**config.mk**
```make
export PLATFORM = sky130hd
export DESIGN_NAME = monitor_entry_ctrl
export DESIGN_NICKNAME = d
export VERILOG_FILES = /design/src/rtl/monent_pkg.sv /design/src/rtl/monent_sync.sv /design/src/rtl/monent_mode.sv /design/src/rtl/monent_vec.sv /design/src/rtl/monent_brk_tx.sv /design/src/rtl/monitor_entry_ctrl.sv
export SDC_FILE = /design/constraint.sdc
export NUM_CORES = 1
export LEC_CHECK = 0
export BUFFER_PORTS_ARGS = -buffer_cell sky130_fd_sc_hd__clkbuf_2
export CORE_MARGIN = 2
export CORE_UTILIZATION = 44
export DETAILED_ROUTE_END_ITERATION = 10
export PLACE_DENSITY = 0.83
export REMOVE_ABC_BUFFERS = 1
export SLEW_MARGIN = 20
export SYNTH_ARGS = -nofsm -noshare
export SYNTH_HDL_FRONTEND = slang
export SYNTH_SLANG_ARGS = --single-unit
```
**constraint.sdc**
```tcl
create_clock -name clk -period 1.58 [get_ports clk]
set_clock_uncertainty 0.2 [all_clocks]
set_input_delay 0.079 -clock clk [delete_from_list [all_inputs] [get_ports clk]]
set_output_delay 0.079 -clock clk [all_outputs]
set_load 0.03 [all_outputs]
```
**src/rtl/monent_pkg.sv**
```systemverilog
package monent_pkg;

  typedef enum logic [1:0] {
    VK_RESET = 2'd0,
    VK_BREAK = 2'd1,
    VK_SWI   = 2'd2,
    VK_SPARE = 2'd3
  } vec_kind_t;

  typedef enum logic [1:0] {
    TX_IDLE = 2'd0,
    TX_BRK  = 2'd1,
    TX_STOP = 2'd2
  } tx_state_t;

  // synchronized pin bundle
  typedef struct packed {
    logic rst_pin;
    logic hv_irq;
    logic hv_rst;
    logic en_a;
    logic en_b;
    logic burn_n;
    logic div_n;
  } pins_t;

endpackage

```
**src/rtl/monent_sync.sv**
```systemverilog
module monent_sync #(
  parameter int W      = 1,
  parameter int STAGES = 2
) (
  input  logic         clk,
  input  logic         rst,
  input  logic [W-1:0] d,
  output logic [W-1:0] q
);
  localparam int NS = (STAGES < 2) ? 2 : STAGES;

  logic [NS-1:0][W-1:0] stg;

  always_ff @(posedge clk) begin
    if (rst) stg <= '0;
    else     stg <= {stg[NS-2:0], d};
  end

  assign q = stg[NS-1];
endmodule

```
**src/rtl/monent_mode.sv**
```systemverilog
module monent_mode
  import monent_pkg::*;
(
  input  logic  clk,
  input  logic  rst,
  input  pins_t pins,
  input  logic  swi_evt,
  output logic  mon_o,
  output logic  bypass_o,
  output logic  burnin_o,
  output logic  cop_en_o,
  output logic  start_brk_o,
  output logic  hold_o
);
  logic rst_d;
  logic mon_q, byp_q, burn_q, cop_q;
  logic mon_n, byp_n, burn_d;
  logic rel, entry, start;

  always_comb begin
    rel    = pins.rst_pin & ~rst_d;
    entry  = pins.hv_irq & pins.en_a & ~pins.en_b;
    mon_n  = mon_q;
    byp_n  = byp_q;
    burn_d = burn_q;
    start  = 1'b0;
    if (!pins.rst_pin) begin
      mon_n  = 1'b0;
      byp_n  = 1'b0;
      burn_d = 1'b0;
    end else if (rel) begin
      // release decision has priority over a coincident interrupt
      mon_n  = entry;
      byp_n  = entry & ~pins.div_n;
      burn_d = entry & ~pins.burn_n;
      start  = entry;
    end else if (swi_evt) begin
      mon_n  = 1'b1;
      burn_d = 1'b0;
      start  = 1'b1;
    end
  end

  always_ff @(posedge clk) begin
    if (rst) begin
      rst_d  <= 1'b0;
      mon_q  <= 1'b0;
      byp_q  <= 1'b0;
      burn_q <= 1'b0;
      cop_q  <= 1'b1;
    end else begin
      rst_d  <= pins.rst_pin;
      mon_q  <= mon_n;
      byp_q  <= byp_n;
      burn_q <= burn_d;
      cop_q  <= !(mon_n && (pins.hv_irq || pins.hv_rst));
    end
  end

  assign mon_o       = mon_q;
  assign bypass_o    = byp_q;
  assign burnin_o    = burn_q;
  assign cop_en_o    = cop_q;
  assign start_brk_o = start;
  assign hold_o      = ~pins.rst_pin;

  assert_burnin_in_monitor_R4: assert property (@(posedge clk) disable iff (rst)
    burn_q |-> mon_q);
  assert_bypass_in_monitor_R3: assert property (@(posedge clk) disable iff (rst)
    byp_q |-> mon_q);
  assert_pin_low_clears_R13: assert property (@(posedge clk) disable iff (rst)
    !pins.rst_pin |=> (!mon_q && !burn_q));
  assert_cop_back_without_hv_R8: assert property (@(posedge clk) disable iff (rst)
    (!pins.hv_irq && !pins.hv_rst) |=> cop_q);
endmodule

```
**src/rtl/monent_vec.sv**
```systemverilog
module monent_vec
  import monent_pkg::*;
#(
  parameter int              ADDR_W   = 16,
  parameter logic [ADDR_W/2-1:0] USR_PAGE = 8'hFF,
  parameter logic [ADDR_W/2-1:0] MON_PAGE = 8'hFE,
  parameter logic [ADDR_W/2-1:0] RST_LO   = 8'hFE,
  parameter logic [ADDR_W/2-1:0] INT_LO   = 8'hFC
) (
  input  logic              mon,
  input  logic              vec_fetch,
  input  vec_kind_t         kind,
  input  logic              low,
  output logic [ADDR_W-1:0] addr
);
  localparam int BW = ADDR_W / 2;

  logic [BW-1:0] page, lo;

  always_comb begin
    page = (vec_fetch && mon) ? MON_PAGE : USR_PAGE;
    case (kind)
      VK_BREAK, VK_SWI: lo = INT_LO;
      default:          lo = RST_LO;
    endcase
    lo = lo | {{(BW-1){1'b0}}, low};
    addr = {page, lo};
  end
endmodule

```
**src/rtl/monent_brk_tx.sv**
```systemverilog
module monent_brk_tx
  import monent_pkg::*;
#(
  parameter int BRK_BITS  = 10,
  parameter int STOP_BITS = 1
) (
  input  logic clk,
  input  logic rst,
  input  logic hold,
  input  logic start,
  input  logic tick,
  output logic ser_tx,
  output logic done
);
  localparam int CNT_MAX = (BRK_BITS > STOP_BITS) ? BRK_BITS : STOP_BITS;
  localparam int CW      = $clog2(CNT_MAX + 1);

  tx_state_t     state;
  logic [CW-1:0] cnt;
  logic          done_q;

  always_ff @(posedge clk) begin
    if (rst || hold) begin
      state  <= TX_IDLE;
      cnt    <= '0;
      done_q <= 1'b0;
    end else begin
      done_q <= 1'b0;
      if (start) begin
        state <= TX_BRK;
        cnt   <= '0;
      end else begin
        case (state)
          TX_BRK: if (tick) begin
            if (cnt == CW'(BRK_BITS - 1)) begin
              state <= TX_STOP;
              cnt   <= '0;
            end else cnt <= cnt + 1'b1;
          end
          TX_STOP: if (tick) begin
            if (cnt == CW'(STOP_BITS - 1)) begin
              state  <= TX_IDLE;
              cnt    <= '0;
              done_q <= 1'b1;
            end else cnt <= cnt + 1'b1;
          end
          default: cnt <= '0;
        endcase
      end
    end
  end

  assign ser_tx = (state != TX_BRK);
  assign done   = done_q;

  assert_cnt_in_range_R9: assert property (@(posedge clk) disable iff (rst)
    cnt < CW'(CNT_MAX));
  assert_low_after_start_R9: assert property (@(posedge clk) disable iff (rst)
    (start && !hold) |=> !ser_tx);
  assert_done_single_R10: assert property (@(posedge clk) disable iff (rst)
    done |=> !done);
  assert_done_line_high_R10: assert property (@(posedge clk) disable iff (rst)
    done |-> ser_tx);
endmodule

```
**src/rtl/monitor_entry_ctrl.sv**
```systemverilog
module monitor_entry_ctrl
  import monent_pkg::*;
#(
  parameter int SYNC_STAGES = 2,
  parameter int BRK_BITS    = 10,
  parameter int STOP_BITS   = 1,
  parameter int ADDR_W      = 16
) (
  input  logic              clk,
  input  logic              rst,
  input  logic              rst_pin_n,
  input  logic              swi_evt,
  input  logic              hv_irq,
  input  logic              hv_rst,
  input  logic              strap_en_a,
  input  logic              strap_en_b,
  input  logic              strap_burn_n,
  input  logic              strap_div_n,
  input  logic              bit_tick,
  input  logic              vec_fetch,
  input  logic [1:0]        vec_kind,
  input  logic              vec_low,
  output logic              mon_mode,
  output logic [ADDR_W-1:0] vec_addr,
  output logic              cop_en,
  output logic              clk_bypass,
  output logic              burnin_req,
  output logic              ser_tx,
  output logic              brk_done
);
  localparam int PW = $bits(pins_t);

  pins_t pins_raw, pins_s;
  logic  start_brk, hold;

  assign pins_raw = '{rst_pin: rst_pin_n, hv_irq: hv_irq, hv_rst: hv_rst,
                      en_a: strap_en_a, en_b: strap_en_b,
                      burn_n: strap_burn_n, div_n: strap_div_n};

  monent_sync #(.W(PW), .STAGES(SYNC_STAGES)) u_sync (
    .clk (clk),
    .rst (rst),
    .d   (pins_raw),
    .q   (pins_s)
  );

  monent_mode u_mode (
    .clk         (clk),
    .rst         (rst),
    .pins        (pins_s),
    .swi_evt     (swi_evt),
    .mon_o       (mon_mode),
    .bypass_o    (clk_bypass),
    .burnin_o    (burnin_req),
    .cop_en_o    (cop_en),
    .start_brk_o (start_brk),
    .hold_o      (hold)
  );

  monent_vec #(.ADDR_W(ADDR_W)) u_vec (
    .mon       (mon_mode),
    .vec_fetch (vec_fetch),
    .kind      (vec_kind_t'(vec_kind)),
    .low       (vec_low),
    .addr      (vec_addr)
  );

  monent_brk_tx #(.BRK_BITS(BRK_BITS), .STOP_BITS(STOP_BITS)) u_tx (
    .clk    (clk),
    .rst    (rst),
    .hold   (hold),
    .start  (start_brk),
    .tick   (bit_tick),
    .ser_tx (ser_tx),
    .done   (brk_done)
  );

  assert_user_page_R7: assert property (@(posedge clk) disable iff (rst)
    !mon_mode |-> (vec_addr[ADDR_W-1:ADDR_W/2] == {(ADDR_W/2){1'b1}}));
endmodule

```
==> qor.csv <==
stage;metric;value;unit
outcome;outcome;finished, violations left;
outcome;failing checks;setup timing;
critical_path;crit path max-delay cell type;dfxtp_2;
grt;largest net degree at the start of global routing;16;
grt;initial antenna violation count;0;
clock_tree;root buf cell;clkbuf_4;
critical_path;CP arrival;1.60;ns
place;Placed Area;1230;um2
grt;total track usage;0.147;
clock_tree;worst skew pair latency;0.31;ns
pwr;total power;1260;uW
critical_path;Crit. Startpoint;u_tx.state[1]$_SDFFE_PP0P_;
layout;most frequent cells in the layout;21 x dfxtp_1, 20 x clkbuf_2, 18 x dlygate4sd3_1, 14 x nor2b_1, 13 x conb_1;
layout;final net count;183;
timing;Fin. Hold Viols;0;
worst_hold_path;Min-Delay Path Class;register to register;
clock_tree;clock-pin slew on the worst setup and hold paths;0.13;ns
critical_path;worst r2r path cells;6;
grt;vias in the first global route;807;
place;hpwl dp;1.35;mm
route;initial DRC count;15;
floorplanning;# IOs;37;
clock_tree;clock sinks;26;
grt;global route overflow;0;
route;metal2 WL;1.17;mm
route;DRC;0;
layout;commonest non-fill, non-tap cell in the layout;dfxtp_1;
timing;fmax;631;MHz
critical_path;Req. time, crit path;1.59;ns
clock_tree;CTS buffer count;3;
critical_path;reg-to-reg startpoint;u_tx.state[1]$_SDFFE_PP0P_;
yosys;Avg Cell Area, Syn;9.70;um2
route;remaining antenna violation count;0;
clock_tree;CTS Buffer Depth;2;
route;DR vias/cell;4.54;
route;DRT Pass-1 Iters;4;
job;max cap viols;0;
pwr;maximum VDD drop;0.817;mV
critical_path;crit start category;register;
floorplanning;Die Span X;54.6;um
route;wl on met1;806;um
layout;share of cells above drive strength 1;0.315;
timing;period utilization;1.00;
floorplanning;Core Region;2450;um2
critical_path;critical path endpoint;u_tx.state[0]$_SDFFE_PP0P_;
timing;Pins Over Slew Limit;0;
route;DR WL/cell;10.7;um
yosys;register bit total from synthesis;26;
timing;RSZ-0062 raised after global routing;yes;
layout;diode count;0;
pwr;Lkg Pwr;0.000636;uW
place;count of input and output buffers;21;
critical_path;CP Capture Type;register;
layout;post-route design area;1550;um2
critical_path;Crit Reg-Reg Endpoint;u_tx.state[0]$_SDFFE_PP0P_;
timing;minimum clock period;1.59;ns
yosys;Yosys cell types;29;
place;gpl congestion;0.767;
layout;Layout Area Growth over Synthesis;37.5;%
route;WL final;2.05;mm
clock_tree;TritonCTS clock tree;yes;
critical_path;Max Fanout on Critical Path;5;
floorplanning;Initial Utilization;0.458;
timing;Min Hold Slack;0.216;ns
yosys;post-synthesis cell area;1120;um2
route;top sig layer;met3;
floorplanning;Die Y;54.6;um
floorplanning;Die ar.;2980;um2
route;vias;871;
floorplanning;row count;18;
grt;first-pass GRT wire length;3.18;mm
worst_hold_path;hold depth;1;
route;met3 WL;76;um
critical_path;crit-path cells;inv_1, ha_2, nor4b_4, nor2_4, o21ai_1, a21oi_1;
clock_tree;H-tree levels;1;
timing;endpoints failing setup;1;
yosys;synth warn;0;
pwr;PD cells;813;nW/um2
critical_path;Critical Path Max Stage Delay;0.38;ns
critical_path;WS Path Type;register to register;
timing;Final WS setup;-0.00586;ns
yosys;Post-Syn Instances;116;
critical_path;Reg2Reg Setup Slack;-0.006;ns
yosys;sequential cell area fraction in the yosys report;0.463;
[critical path: cells and delay by family, from the launching register on]
family	cells	cell delay (ns)
flip-flops	1	0.38
AND/OR/NAND/NOR	2	0.44
AO/OA/AOI/OAI	2	0.22
adder cells (fa/ha/maj)	1	0.19
buffers and inverters	1	0.05
[cell usage after synthesis]
| cell | count | area share |
|---|---|---|
| o21ai_0 | 4 | 0.018 |
| o21a_1 | 1 | 0.0067 |
| nor3_1 | 4 | 0.018 |
| dfxtp_1 | 26 | 0.46 |
| nor2_2 | 1 | 0.0056 |
| a31oi_1 | 1 | 0.0056 |
| nor2b_1 | 14 | 0.078 |
| xnor2_1 | 1 | 0.0078 |
| inv_1 | 8 | 0.027 |
| ha_1 | 5 | 0.056 |
| nor3b_1 | 1 | 0.0067 |
| o211ai_1 | 1 | 0.0067 |
| a22oi_1 | 1 | 0.0067 |
| nor2_1 | 5 | 0.017 |
| o21bai_1 | 1 | 0.0067 |
| mux2_2 | 1 | 0.010 |
| buf_4 | 14 | 0.093 |
| nor4bb_4 | 1 | 0.022 |
| nand3b_1 | 1 | 0.0067 |
| nor4b_4 | 1 | 0.021 |
| nand2b_1 | 3 | 0.017 |
| conb_1 | 1 | 0.0033 |
| o21ai_1 | 2 | 0.0089 |
| nand2_1 | 3 | 0.010 |
| clkbuf_1 | 1 | 0.0033 |
| nand3_1 | 1 | 0.0044 |
| a21oi_1 | 8 | 0.036 |
| nand4b_1 | 4 | 0.031 |
| nor4_1 | 1 | 0.0056 |
[power breakdown]
group          total (uW)  switching [uW]  leakage [uW]  internal, uW
combinational         136            77.8      0.000393          58.0
clock                 443             187     0.0000279           256
sequential            678            5.20      0.000215           673
[kinds of logic after synthesis]
logic type / after synthesis / share of synthesized area
fa+ha+maj: 5 / 0.0556
other cells: 1 / 0.00333
compound gates: 19 / 0.0946
simple gates: 40 / 0.242
flops: 26 / 0.463
buf+inv: 23 / 0.123
mux: 1 / 0.0100
xor+xnor: 1 / 0.00779
[sequential cells by signal, summed over array words and instances, names as in the netlist, 2 cells and up]
name	count
u_sync.q	7
u_tx.state	2
u_tx.cnt	4
u_sync.stg	7
[routing by layer]
| layer | up-vias | track usage |
|---|---|---|
| li1 | 451 | - |
| met1 | 399 | 0.152 |
| met2 | 21 | 0.299 |
| met3 | 0 | 0.0492 |
| met4 | 0 | 0 |
| met5 | - | 0 |
[cell type report]
type                            instances  area, um2
Clock inverter                          1       30.0
Clock buffer                            3       22.5
Multi-Input combinational cell         79        559
Inverter                                8       30.0
Fill cell                             203        908
Tap cell                               30       37.5
Timing Repair Buffer                   45        340
Sequential cell                        26        527
[worst min-delay path by stage]
stage,endpoint,startpoint
floorplan,u_sync.q[0]$_SDFF_PP0_,rst
global placement,vec_addr[0],vec_low
detailed placement,vec_addr[0],vec_low
CTS,u_mode.cop_en_o$_SDFF_PP1_,u_sync.q[4]$_SDFF_PP0_
global route,u_mode.cop_en_o$_SDFF_PP1_,u_sync.q[4]$_SDFF_PP0_
finish,u_mode.cop_en_o$_SDFF_PP1_,u_sync.q[4]$_SDFF_PP0_
[stage by stage]
step,instances,utilization,setup TNS (ns),setup WS (ns)
floorplan,113,-,0,0.0666
finish,192,0.630,-0.00586,-0.00586
detailed placement,168,0.503,0,0.00233
CTS,191,0.611,0,0.000162
global route,192,0.630,-0.329,-0.0760
global placement,168,0.503,0,0.0416
[repair_timing]
action	in CTS	in global routing
setup buffers	1	1
pin swaps	3	6
hold endpoints to repair	24	0
cloned	0	0
hold buffers	18	0
resized for setup	9	12
endpoints found under the setup margin	6	7
Power figures use the tool's default switching activity.
